[config.mk]
export PLATFORM = sky130hd
export DESIGN_NAME = hte_ctrl
export DESIGN_NICKNAME = d
export VERILOG_FILES = /design/src/rtl/hte_pkg.sv /design/src/rtl/hte_toggle.sv /design/src/rtl/hte_occ.sv /design/src/rtl/hte_watch.sv /design/src/rtl/hte_ctrl.sv
export SDC_FILE = /design/constraint.sdc
export NUM_CORES = 1
export LEC_CHECK = 0
export BUFFER_PORTS_ARGS = -buffer_cell sky130_fd_sc_hd__buf_2
export CORE_UTILIZATION = 50
export CTS_CLUSTER_SIZE = 40
export DETAILED_ROUTE_END_ITERATION = 6
export HOLD_SLACK_MARGIN = 0.06
export PLACE_DENSITY = 0.76
export SLEW_MARGIN = 20
export SYNTH_ARGS = -nofsm -noshare
export SYNTH_HDL_FRONTEND = slang
export SYNTH_SLANG_ARGS = --single-unit
[constraint.sdc]
create_clock -name clk -period 8.16 [get_ports clk]
set_clock_uncertainty 0.1 [all_clocks]
set_input_delay 2.448 -clock clk [delete_from_list [all_inputs] [get_ports clk]]
set_output_delay 2.448 -clock clk [all_outputs]
set_load 0.01 [all_outputs]
[src/rtl/hte_pkg.sv]
package hte_pkg;
   localparam int B_DIR    = 13;
   localparam int B_DMAEN  = 12;
   localparam int B_FORCE  = 11;
   localparam int B_DMAMD  = 10;
   localparam int B_TOGWE  = 9;
   localparam int B_TOG    = 8;
   localparam int B_NAKTO  = 7;
   localparam int B_CLRTOG = 6;
   localparam int B_STALL  = 5;
   localparam int B_SETUP  = 4;
   localparam int B_FLUSH  = 3;
   localparam int B_ERR    = 2;
   localparam int B_FNE    = 1;
   localparam int B_RDY    = 0;

   typedef enum logic [1:0] {
      EP_CTRL = 2'd0,
      EP_ISO  = 2'd1,
      EP_BULK = 2'd2,
      EP_INTR = 2'd3
   } ep_kind_e;
endpackage

[src/rtl/hte_toggle.sv]
module hte_toggle (
   input  logic clk,
   input  logic rst_n,
   input  logic adv,
   input  logic clr,
   input  logic load,
   input  logic load_val,
   output logic tog
);
   // clear beats load, load beats advance
   always_ff @(posedge clk or negedge rst_n) begin
      if (!rst_n)    tog <= 1'b0;
      else if (clr)  tog <= 1'b0;
      else if (load) tog <= load_val;
      else if (adv)  tog <= ~tog;
   end

   p_clr_zero_r4: assert property (@(posedge clk) disable iff (!rst_n)
      clr |=> !tog);
   p_adv_flip_r6: assert property (@(posedge clk) disable iff (!rst_n)
      (adv && !clr && !load) |=> (tog != $past(tog)));
endmodule

[src/rtl/hte_occ.sv]
module hte_occ #(
   parameter int SLOTS = 2,
   localparam int CW = $clog2(SLOTS + 1)
) (
   input  logic          clk,
   input  logic          rst_n,
   input  logic          push,
   input  logic          pop,
   input  logic          clr_all,
   output logic [CW-1:0] count,
   output logic          empty,
   output logic          full
);
   generate
      if (SLOTS == 1) begin : g_single
         logic held_q;
         always_ff @(posedge clk or negedge rst_n) begin
            if (!rst_n)        held_q <= 1'b0;
            else if (clr_all)  held_q <= 1'b0;
            else if (push)     held_q <= 1'b1;
            else if (pop)      held_q <= 1'b0;
         end
         assign count = held_q;
      end else begin : g_multi
         logic [CW-1:0] cnt_q;
         always_ff @(posedge clk or negedge rst_n) begin
            if (!rst_n)                 cnt_q <= '0;
            else if (clr_all)           cnt_q <= '0;
            else if (push && !pop && (cnt_q != CW'(SLOTS)))
                                        cnt_q <= cnt_q + 1'b1;
            else if (pop && !push && (cnt_q != '0))
                                        cnt_q <= cnt_q - 1'b1;
         end
         assign count = cnt_q;
      end
   endgenerate

   assign empty = (count == '0);
   assign full  = (count == CW'(SLOTS));

   p_no_overflow_r11: assert property (@(posedge clk) disable iff (!rst_n)
      count <= CW'(SLOTS));
   p_clear_all_r7: assert property (@(posedge clk) disable iff (!rst_n)
      clr_all |=> (count == '0));
endmodule

[src/rtl/hte_watch.sv]
module hte_watch #(
   parameter int ERR_TRIES    = 3,
   parameter int NAK_W        = 16,
   parameter bit NAK_TIMER_EN = 1'b1,
   localparam int TW = $clog2(ERR_TRIES + 1)
) (
   input  logic             clk,
   input  logic             rst_n,
   input  logic             strike,
   input  logic             tries_rst,
   input  logic             nak,
   input  logic             nak_rst,
   input  logic             nak_en,
   input  logic             frame_tick,
   input  logic [NAK_W-1:0] limit,
   output logic             err_set,
   output logic             nak_set
);
   logic [TW-1:0] tries_q;

   assign err_set = strike && (tries_q == TW'(ERR_TRIES - 1));

   always_ff @(posedge clk or negedge rst_n) begin
      if (!rst_n)                      tries_q <= '0;
      else if (tries_rst || err_set)   tries_q <= '0;
      else if (strike)                 tries_q <= tries_q + 1'b1;
   end

   generate
      if (NAK_TIMER_EN) begin : g_nak_timer
         logic [NAK_W-1:0] ticks_q;
         logic             run_q;
         logic [NAK_W:0]   next_ticks;
         assign next_ticks = {1'b0, ticks_q} + 1'b1;
         assign nak_set = run_q && frame_tick && nak_en && (limit != '0)
                          && (next_ticks >= {1'b0, limit});
         always_ff @(posedge clk or negedge rst_n) begin
            if (!rst_n) begin
               ticks_q <= '0;
               run_q   <= 1'b0;
            end else if (nak_rst || nak_set) begin
               ticks_q <= '0;
               run_q   <= 1'b0;
            end else begin
               if (nak) run_q <= 1'b1;
               if (run_q && frame_tick && nak_en && (limit != '0))
                  ticks_q <= next_ticks[NAK_W-1:0];
            end
         end
      end else begin : g_no_nak_timer
         logic unused_nak_inputs;
         assign unused_nak_inputs = ^{nak, nak_rst, nak_en, frame_tick, limit};
         assign nak_set = 1'b0;
      end
   endgenerate

   p_tries_bound_r8: assert property (@(posedge clk) disable iff (!rst_n)
      tries_q < TW'(ERR_TRIES));
   p_nak_off_r9: assert property (@(posedge clk) disable iff (!rst_n)
      (limit == '0) |-> !nak_set);
endmodule

[src/rtl/hte_ctrl.sv]
module hte_ctrl
   import hte_pkg::*;
#(
   parameter int SLOTS        = 2,
   parameter int ERR_TRIES    = 3,
   parameter int NAK_W        = 16,
   parameter bit NAK_TIMER_EN = 1'b1
) (
   input  logic             clk,
   input  logic             rst_n,
   input  logic             reg_wr,
   input  logic [15:0]      reg_wdata,
   output logic [15:0]      reg_rdata,
   input  logic             ev_ack,
   input  logic             ev_nak,
   input  logic             ev_stall,
   input  logic             ev_noresp,
   input  logic             ev_sent,
   input  logic             frame_tick,
   input  logic [NAK_W-1:0] nak_limit,
   input  logic [1:0]       ep_type,
   output logic             tx_req,
   output logic             tok_setup,
   output logic             data_tog,
   output logic             fifo_drop,
   output logic             fifo_ptr_rst,
   output logic             dma_req,
   output logic             irq,
   output logic             ep_dir_tx
);
   localparam int CW = $clog2(SLOTS + 1);

   generate
      if (SLOTS < 1) begin : g_bad_slots
         $error("SLOTS must be at least 1");
      end
      if (ERR_TRIES < 1) begin : g_bad_tries
         $error("ERR_TRIES must be at least 1");
      end
      if (NAK_W < 1) begin : g_bad_nakw
         $error("NAK_W must be at least 1");
      end
   endgenerate

   logic dir_q, dmaen_q, force_q, dmamd_q, togwe_q;
   logic nakto_q, stall_q, setup_q, err_q, rdy_q;
   logic drop_q, ptr_q, irq_q;

   logic [CW-1:0] occ_count;
   logic          occ_empty, occ_full;
   logic          err_set, nak_set;

   ep_kind_e kind;
   logic     busy, err_kind, is_bulk;
   logic     ack_ok, force_drop, strike, sent_ok, stall_ev, nak_ok;
   logic     complete, sw_push, sw_flush, pop, last_out;
   logic     tog_clr, tog_load;
   logic     unused_wbits;

   assign kind     = ep_kind_e'(ep_type);
   assign busy     = !occ_empty;
   assign err_kind = (kind == EP_BULK) || (kind == EP_INTR);
   assign is_bulk  = (kind == EP_BULK);

   // engine events only count while a packet is queued
   assign ack_ok     = ev_ack && busy;
   assign sent_ok    = ev_sent && busy;
   assign stall_ev   = ev_stall && busy;
   assign nak_ok     = ev_nak && busy;
   assign force_drop = ev_noresp && busy && force_q;
   assign strike     = ev_noresp && busy && !force_q && err_kind;
   assign complete   = ack_ok || force_drop || sent_ok;

   // software strobes
   assign sw_push  = reg_wr && reg_wdata[B_RDY] && !occ_full;
   assign sw_flush = reg_wr && reg_wdata[B_FLUSH] && rdy_q;
   assign pop      = complete || sw_flush;
   assign last_out = pop && !sw_push && (occ_count == CW'(1));

   assign tog_clr  = reg_wr && (reg_wdata[B_CLRTOG] || (reg_wdata[B_SETUP] && sw_push));
   assign tog_load = reg_wr && togwe_q;

   assign unused_wbits = ^{reg_wdata[15:14], reg_wdata[B_FNE]};

   hte_occ #(.SLOTS(SLOTS)) i_occ (
      .clk     (clk),
      .rst_n   (rst_n),
      .push    (sw_push),
      .pop     (pop),
      .clr_all (stall_ev),
      .count   (occ_count),
      .empty   (occ_empty),
      .full    (occ_full)
   );

   hte_toggle i_tog (
      .clk      (clk),
      .rst_n    (rst_n),
      .adv      (ack_ok || force_drop),
      .clr      (tog_clr),
      .load     (tog_load),
      .load_val (reg_wdata[B_TOG]),
      .tog      (data_tog)
   );

   hte_watch #(
      .ERR_TRIES    (ERR_TRIES),
      .NAK_W        (NAK_W),
      .NAK_TIMER_EN (NAK_TIMER_EN)
   ) i_watch (
      .clk        (clk),
      .rst_n      (rst_n),
      .strike     (strike),
      .tries_rst  (complete || stall_ev || sw_flush),
      .nak        (nak_ok),
      .nak_rst    (ack_ok || stall_ev),
      .nak_en     (is_bulk),
      .frame_tick (frame_tick),
      .limit      (nak_limit),
      .err_set    (err_set),
      .nak_set    (nak_set)
   );

   // settings and gated toggle enable
   always_ff @(posedge clk or negedge rst_n) begin
      if (!rst_n) begin
         dir_q   <= 1'b0;
         dmaen_q <= 1'b0;
         force_q <= 1'b0;
         dmamd_q <= 1'b0;
         togwe_q <= 1'b0;
      end else if (reg_wr) begin
         dir_q   <= reg_wdata[B_DIR];
         dmaen_q <= reg_wdata[B_DMAEN];
         force_q <= reg_wdata[B_FORCE];
         dmamd_q <= reg_wdata[B_DMAMD];
         togwe_q <= togwe_q ? 1'b0 : reg_wdata[B_TOGWE];
      end
   end

   // status flags: hardware sets, software clears by writing 0
   always_ff @(posedge clk or negedge rst_n) begin
      if (!rst_n) begin
         stall_q <= 1'b0;
         err_q   <= 1'b0;
         nakto_q <= 1'b0;
      end else begin
         stall_q <= stall_ev || (stall_q && !(reg_wr && !reg_wdata[B_STALL]));
         err_q   <= err_set  || (err_q   && !(reg_wr && !reg_wdata[B_ERR]));
         nakto_q <= nak_set  || (nakto_q && !(reg_wr && !reg_wdata[B_NAKTO]));
      end
   end

   // packet-ready and token selection
   always_ff @(posedge clk or negedge rst_n) begin
      if (!rst_n) begin
         rdy_q   <= 1'b0;
         setup_q <= 1'b0;
      end else if (stall_ev) begin
         rdy_q   <= 1'b0;
         setup_q <= 1'b0;
      end else if (sw_push) begin
         rdy_q   <= 1'b1;
         if (reg_wdata[B_SETUP]) setup_q <= 1'b1;
      end else if (last_out) begin
         rdy_q   <= 1'b0;
         setup_q <= 1'b0;
      end
   end

   // strobes and interrupt
   always_ff @(posedge clk or negedge rst_n) begin
      if (!rst_n) begin
         drop_q <= 1'b0;
         ptr_q  <= 1'b0;
         irq_q  <= 1'b0;
      end else begin
         drop_q <= sw_flush || force_drop || stall_ev;
         ptr_q  <= sw_flush || stall_ev;
         irq_q  <= err_set || nak_set || stall_ev
                   || (complete && !(dmaen_q && dmamd_q));
      end
   end

   assign tx_req       = rdy_q && dir_q && !(stall_q || err_q || nakto_q);
   assign tok_setup    = setup_q;
   assign fifo_drop    = drop_q;
   assign fifo_ptr_rst = ptr_q;
   assign irq          = irq_q;
   assign dma_req      = dmaen_q && dir_q && !occ_full;
   assign ep_dir_tx    = dir_q;

   always_comb begin
      reg_rdata           = '0;
      reg_rdata[B_DIR]    = dir_q;
      reg_rdata[B_DMAEN]  = dmaen_q;
      reg_rdata[B_FORCE]  = force_q;
      reg_rdata[B_DMAMD]  = dmamd_q;
      reg_rdata[B_TOGWE]  = togwe_q;
      reg_rdata[B_TOG]    = data_tog;
      reg_rdata[B_NAKTO]  = nakto_q;
      reg_rdata[B_STALL]  = stall_q;
      reg_rdata[B_SETUP]  = setup_q;
      reg_rdata[B_ERR]    = err_q;
      reg_rdata[B_FNE]    = !occ_empty;
      reg_rdata[B_RDY]    = rdy_q;
   end

   p_togwe_self_r3: assert property (@(posedge clk) disable iff (!rst_n)
      (reg_wr && togwe_q) |=> !togwe_q);
   p_stall_flush_r7: assert property (@(posedge clk) disable iff (!rst_n)
      stall_ev |=> (!rdy_q && stall_q && occ_empty));
   p_halt_r9: assert property (@(posedge clk) disable iff (!rst_n)
      (nakto_q || err_q || stall_q) |-> !tx_req);
   p_flush_gate_r10: assert property (@(posedge clk) disable iff (!rst_n)
      (reg_wr && reg_wdata[B_FLUSH] && !rdy_q && !stall_ev) |=> !fifo_ptr_rst);
   p_dma_quiet_r13: assert property (@(posedge clk) disable iff (!rst_n)
      (dmaen_q && dmamd_q && complete && !stall_ev && !err_set && !nak_set)
      |=> !irq);
endmodule

==> summary.txt <==
Final layout
  – Biggest regs: i_watch.g_nak_timer.ticks_q: 16 flops, i_occ.count: 2 flops, i_watch.tries_q: 2 flops
  – Nets: 410
  – Commonest non-fill, non-tap cells in the layout: 59 x buf_2, 40 x nand2_1, 35 x dfrtp_1
  – Fillers: 464
  – Final core occ: 60.8%
  – Commonest non-fill, non-tap cell in the layout: buf_2
  – Share of cells above drive strength 1: 22.8%
  – # diodes: 0
  – Max reg flops: 16
  – Design Area, Final: 0.00293 mm^2
  – Largest Register: i_watch.g_nak_timer.ticks_q
  – Area Growth Syn to Fin: 14.8%

Synth
  – Cell taking the most area after synthesis: dfrtp_1
  – Synth top area share: 34.3%
  – Synthesized flop and latch total: 35
  – Main flop type after synthesis: dfrtp_1
  – Synth Warn #: 0
  – Synth area leaders: dfrtp_1 34%, ha_1 10%, nand2_1 5.9%, buf_4 4.7%, a21oi_1 4.3%
  – Syn avg cell area: 8.45 um^2
  – EDFF count, synth: 0
  – Seq/Total Area, Yosys: 34.3%
  – Netlist Area Pre-Place: 0.00255 mm^2
  – Post-synth ARST share: 100%
  – Mapped Cells: 302
  – Post-synth cell types: 43

Power
  – Sequential Power Share: 36.5%
  – Comb pwr share: 36.5%
  – Sw Share: 36.3%
  – Worst vdd ir: 0.149 mV
  – Switching power: 0.254 mW
  – Internal: 0.445 mW
  – Leakage: 1.50 nW
  – Clock network fraction of design power: 27.1%
  – Pwr dens: 239 mW/mm^2

Global route
  – GRT Total Usage: 22.9%
  – Vias in the first global route: 2136
  – Antenna violations before repair: 0
  – First-pass GRT wire length: 9.46 mm
  – Largest net degree at the start of global routing: 36
  – Grt total ovfl: 0

Clocking
  – Worst-path clk slew: 0.08 ns
  – Clock Path Buffers: 2
  – Clk_lat worst skew: 0.29 ns
  – Hold buffer count at CTS: 0
  – CTS H-Tree Depth: 2
  – Post-cts resize count: 0
  – Post-CTS setup buffers: 0
  – CTS tree: built
  – Total CTS buffers: 5
  – CTS sink cnt: 35
  – Clock root cell: clkbuf_8

Hold path
  – Worst Hold Class: register to register

Timing
  – Max-slew violation count: 0
  – Worst slew margin: 42.0%
  – Fin crit share: 53.2%
  – Fin crit period: 4.34 ns
  – Fin Setup TNS: 0 ns
  – RSZ-0062 raised after global routing: no
  – Hold Violations, Final: 0
  – Worst-Margin Slew: 0.868 ns
  – Max Fclk: 0.231 GHz
  – # setup viols final: 0

Run
  – Max cap viols: 0

Worst setup path
  – Endpoint type of the worst setup path: register
  – Critical path launch point type: primary input
  – WP data arrival: 4.43 ns
  – Worst Path Required: 8.25 ns
  – Slowest CP cell: a2111oi_0
  – Ordered list of cells on the worst path: buf_2 -> inv_1 -> ha_1 -> a21oi_1 -> o21ai_0 -> a2111oi_0 -> o221ai_1 -> buf_4 -> and2_1 -> nor4_1
  – Crit Path Category: primary input to register
  – Worst Path Max Fanout: 17
  – Max incr delay on CP: 0.45 ns

Floorplan
  – Starting Density: 53.0%
  – CORE AREA: 0.00482 mm^2
  – Chip Width: 73.5 um
  – Boundary Pins: 67
  – Cell Rows: 25
  – Die ar.: 0.00539 mm^2
  – Die Y: 73.5 um

Route
  – Total Wirelength: 5.46 mm
  – DRT iter0 DRCs: 86
  – DRC violations left: 0
  – Routed Antenna Nets: 0
  – Vias: 2238
  – Via/cell ratio: 5.41
  – WL/cell: 13.2 um
  – Pre-Repair DR Iteration Count: 4

Placed design
  – RD Place Congestion: 0.796
  – Placed cell areas: 0.00279 mm^2
  – PortBufs: 59
  – Detail Placement HPWL: 4.13 mm

Outcome
  – Status: completed
==> logic make-up after synthesis <==
family          synth area share [%]
simple gates                    24.8
compound gates                  12.7
buf+inv                         9.66
flops                           34.3
fa+ha+maj                       10.3
xor+xnor                        5.49
mux                             2.55
other cells                    0.147
==> final timing paths <==
path                                                    to  cells past startpoint  slack (ns)                            from
max                        i_watch.g_nak_timer.ticks_q[14]                     10        3.82                    nak_limit[4]
min reg2reg                                        stall_q                      2        0.45                         stall_q
min                                                stall_q                      2        0.45                         stall_q
max reg2reg                i_watch.g_nak_timer.ticks_q[14]                     13        4.57  i_watch.g_nak_timer.ticks_q[0]
max in group asynchronous  i_watch.g_nak_timer.ticks_q[12]                      1        5.33                           rst_n
min in group asynchronous  i_watch.g_nak_timer.ticks_q[14]                      1        2.14                           rst_n
==> stage by stage <==
step / power (mW) / std cells / setup slack, ns / hold slack [ns]
finish: 0.699 / 414 / 3.82 / 0.447
global route: 0.754 / 414 / 3.61 / 0.482
CTS: 0.703 / 414 / 3.78 / 0.451
detailed placement: 0.512 / 406 / 3.48 / 0.433
global placement: 0.504 / 406 / 3.57 / 0.418
floorplan: 0.449 / 305 / 3.87 / 0.387
==> critical path, delay by kind of cell <==
kind | cells | cell delay, ns
adder cells (fa/ha/maj) | 1 | 0.31
AND/OR/NAND/NOR | 2 | 0.45
AO/OA/AOI/OAI | 4 | 0.87
buffers and inverters | 3 | 0.35
==> power by group through the flow <==
stage                     clock, mW  sequential [mW]  combinational [mW]
final                         0.189            0.255               0.255
after global routing          0.198            0.264               0.292
after CTS                     0.192            0.255               0.256
after detailed placement          0            0.258               0.254
after global placement            0            0.257               0.247
after floorplan                   0            0.246               0.204
==> routing by layer <==
metal | global-route usage, % | wire length [um] | vias up
met5 | 0 | 0 | -
met3 | 4.53 | 293 | 8
met1 | 28.7 | 2530 | 1036
met4 | 8.12 | 99 | 0
met2 | 39.0 | 2530 | 71
li1 | - | - | 1123
==> layout make-up <==
type,count,area [um^2],area share (%)
multi-input cells,221,1440,49.2
flip-flops and latches,35,876,29.9
repair buffers,61,310,10.6
well taps,67,83.8,2.86
inverters,22,82.6,2.82
clock buffers,5,68.8,2.35
clock inverters,3,67.6,2.31
==> synthesized netlist by cell type (2+ instances only) <==
master and number:
a211oi_1 4, a21o_1 7, a21oi_1 22, and3_1 2, and4_1 4, buf_2 2
buf_4 16, clkbuf_1 9, dfrtp_1 35, ha_1 21, inv_1 22, mux2_2 4
mux2i_1 2, nand2_1 40, nand3_1 5, nand3b_1 7, nand4_1 9, nor2_1 19
nor2b_1 4, nor3_1 5, nor3b_1 4, nor4_1 7, o21ai_0 10, o21bai_1 2
or2_2 3, or3_1 6, xnor2_1 8, xor2_1 8
No activity file was read; power rests on OpenSTA's default activity.
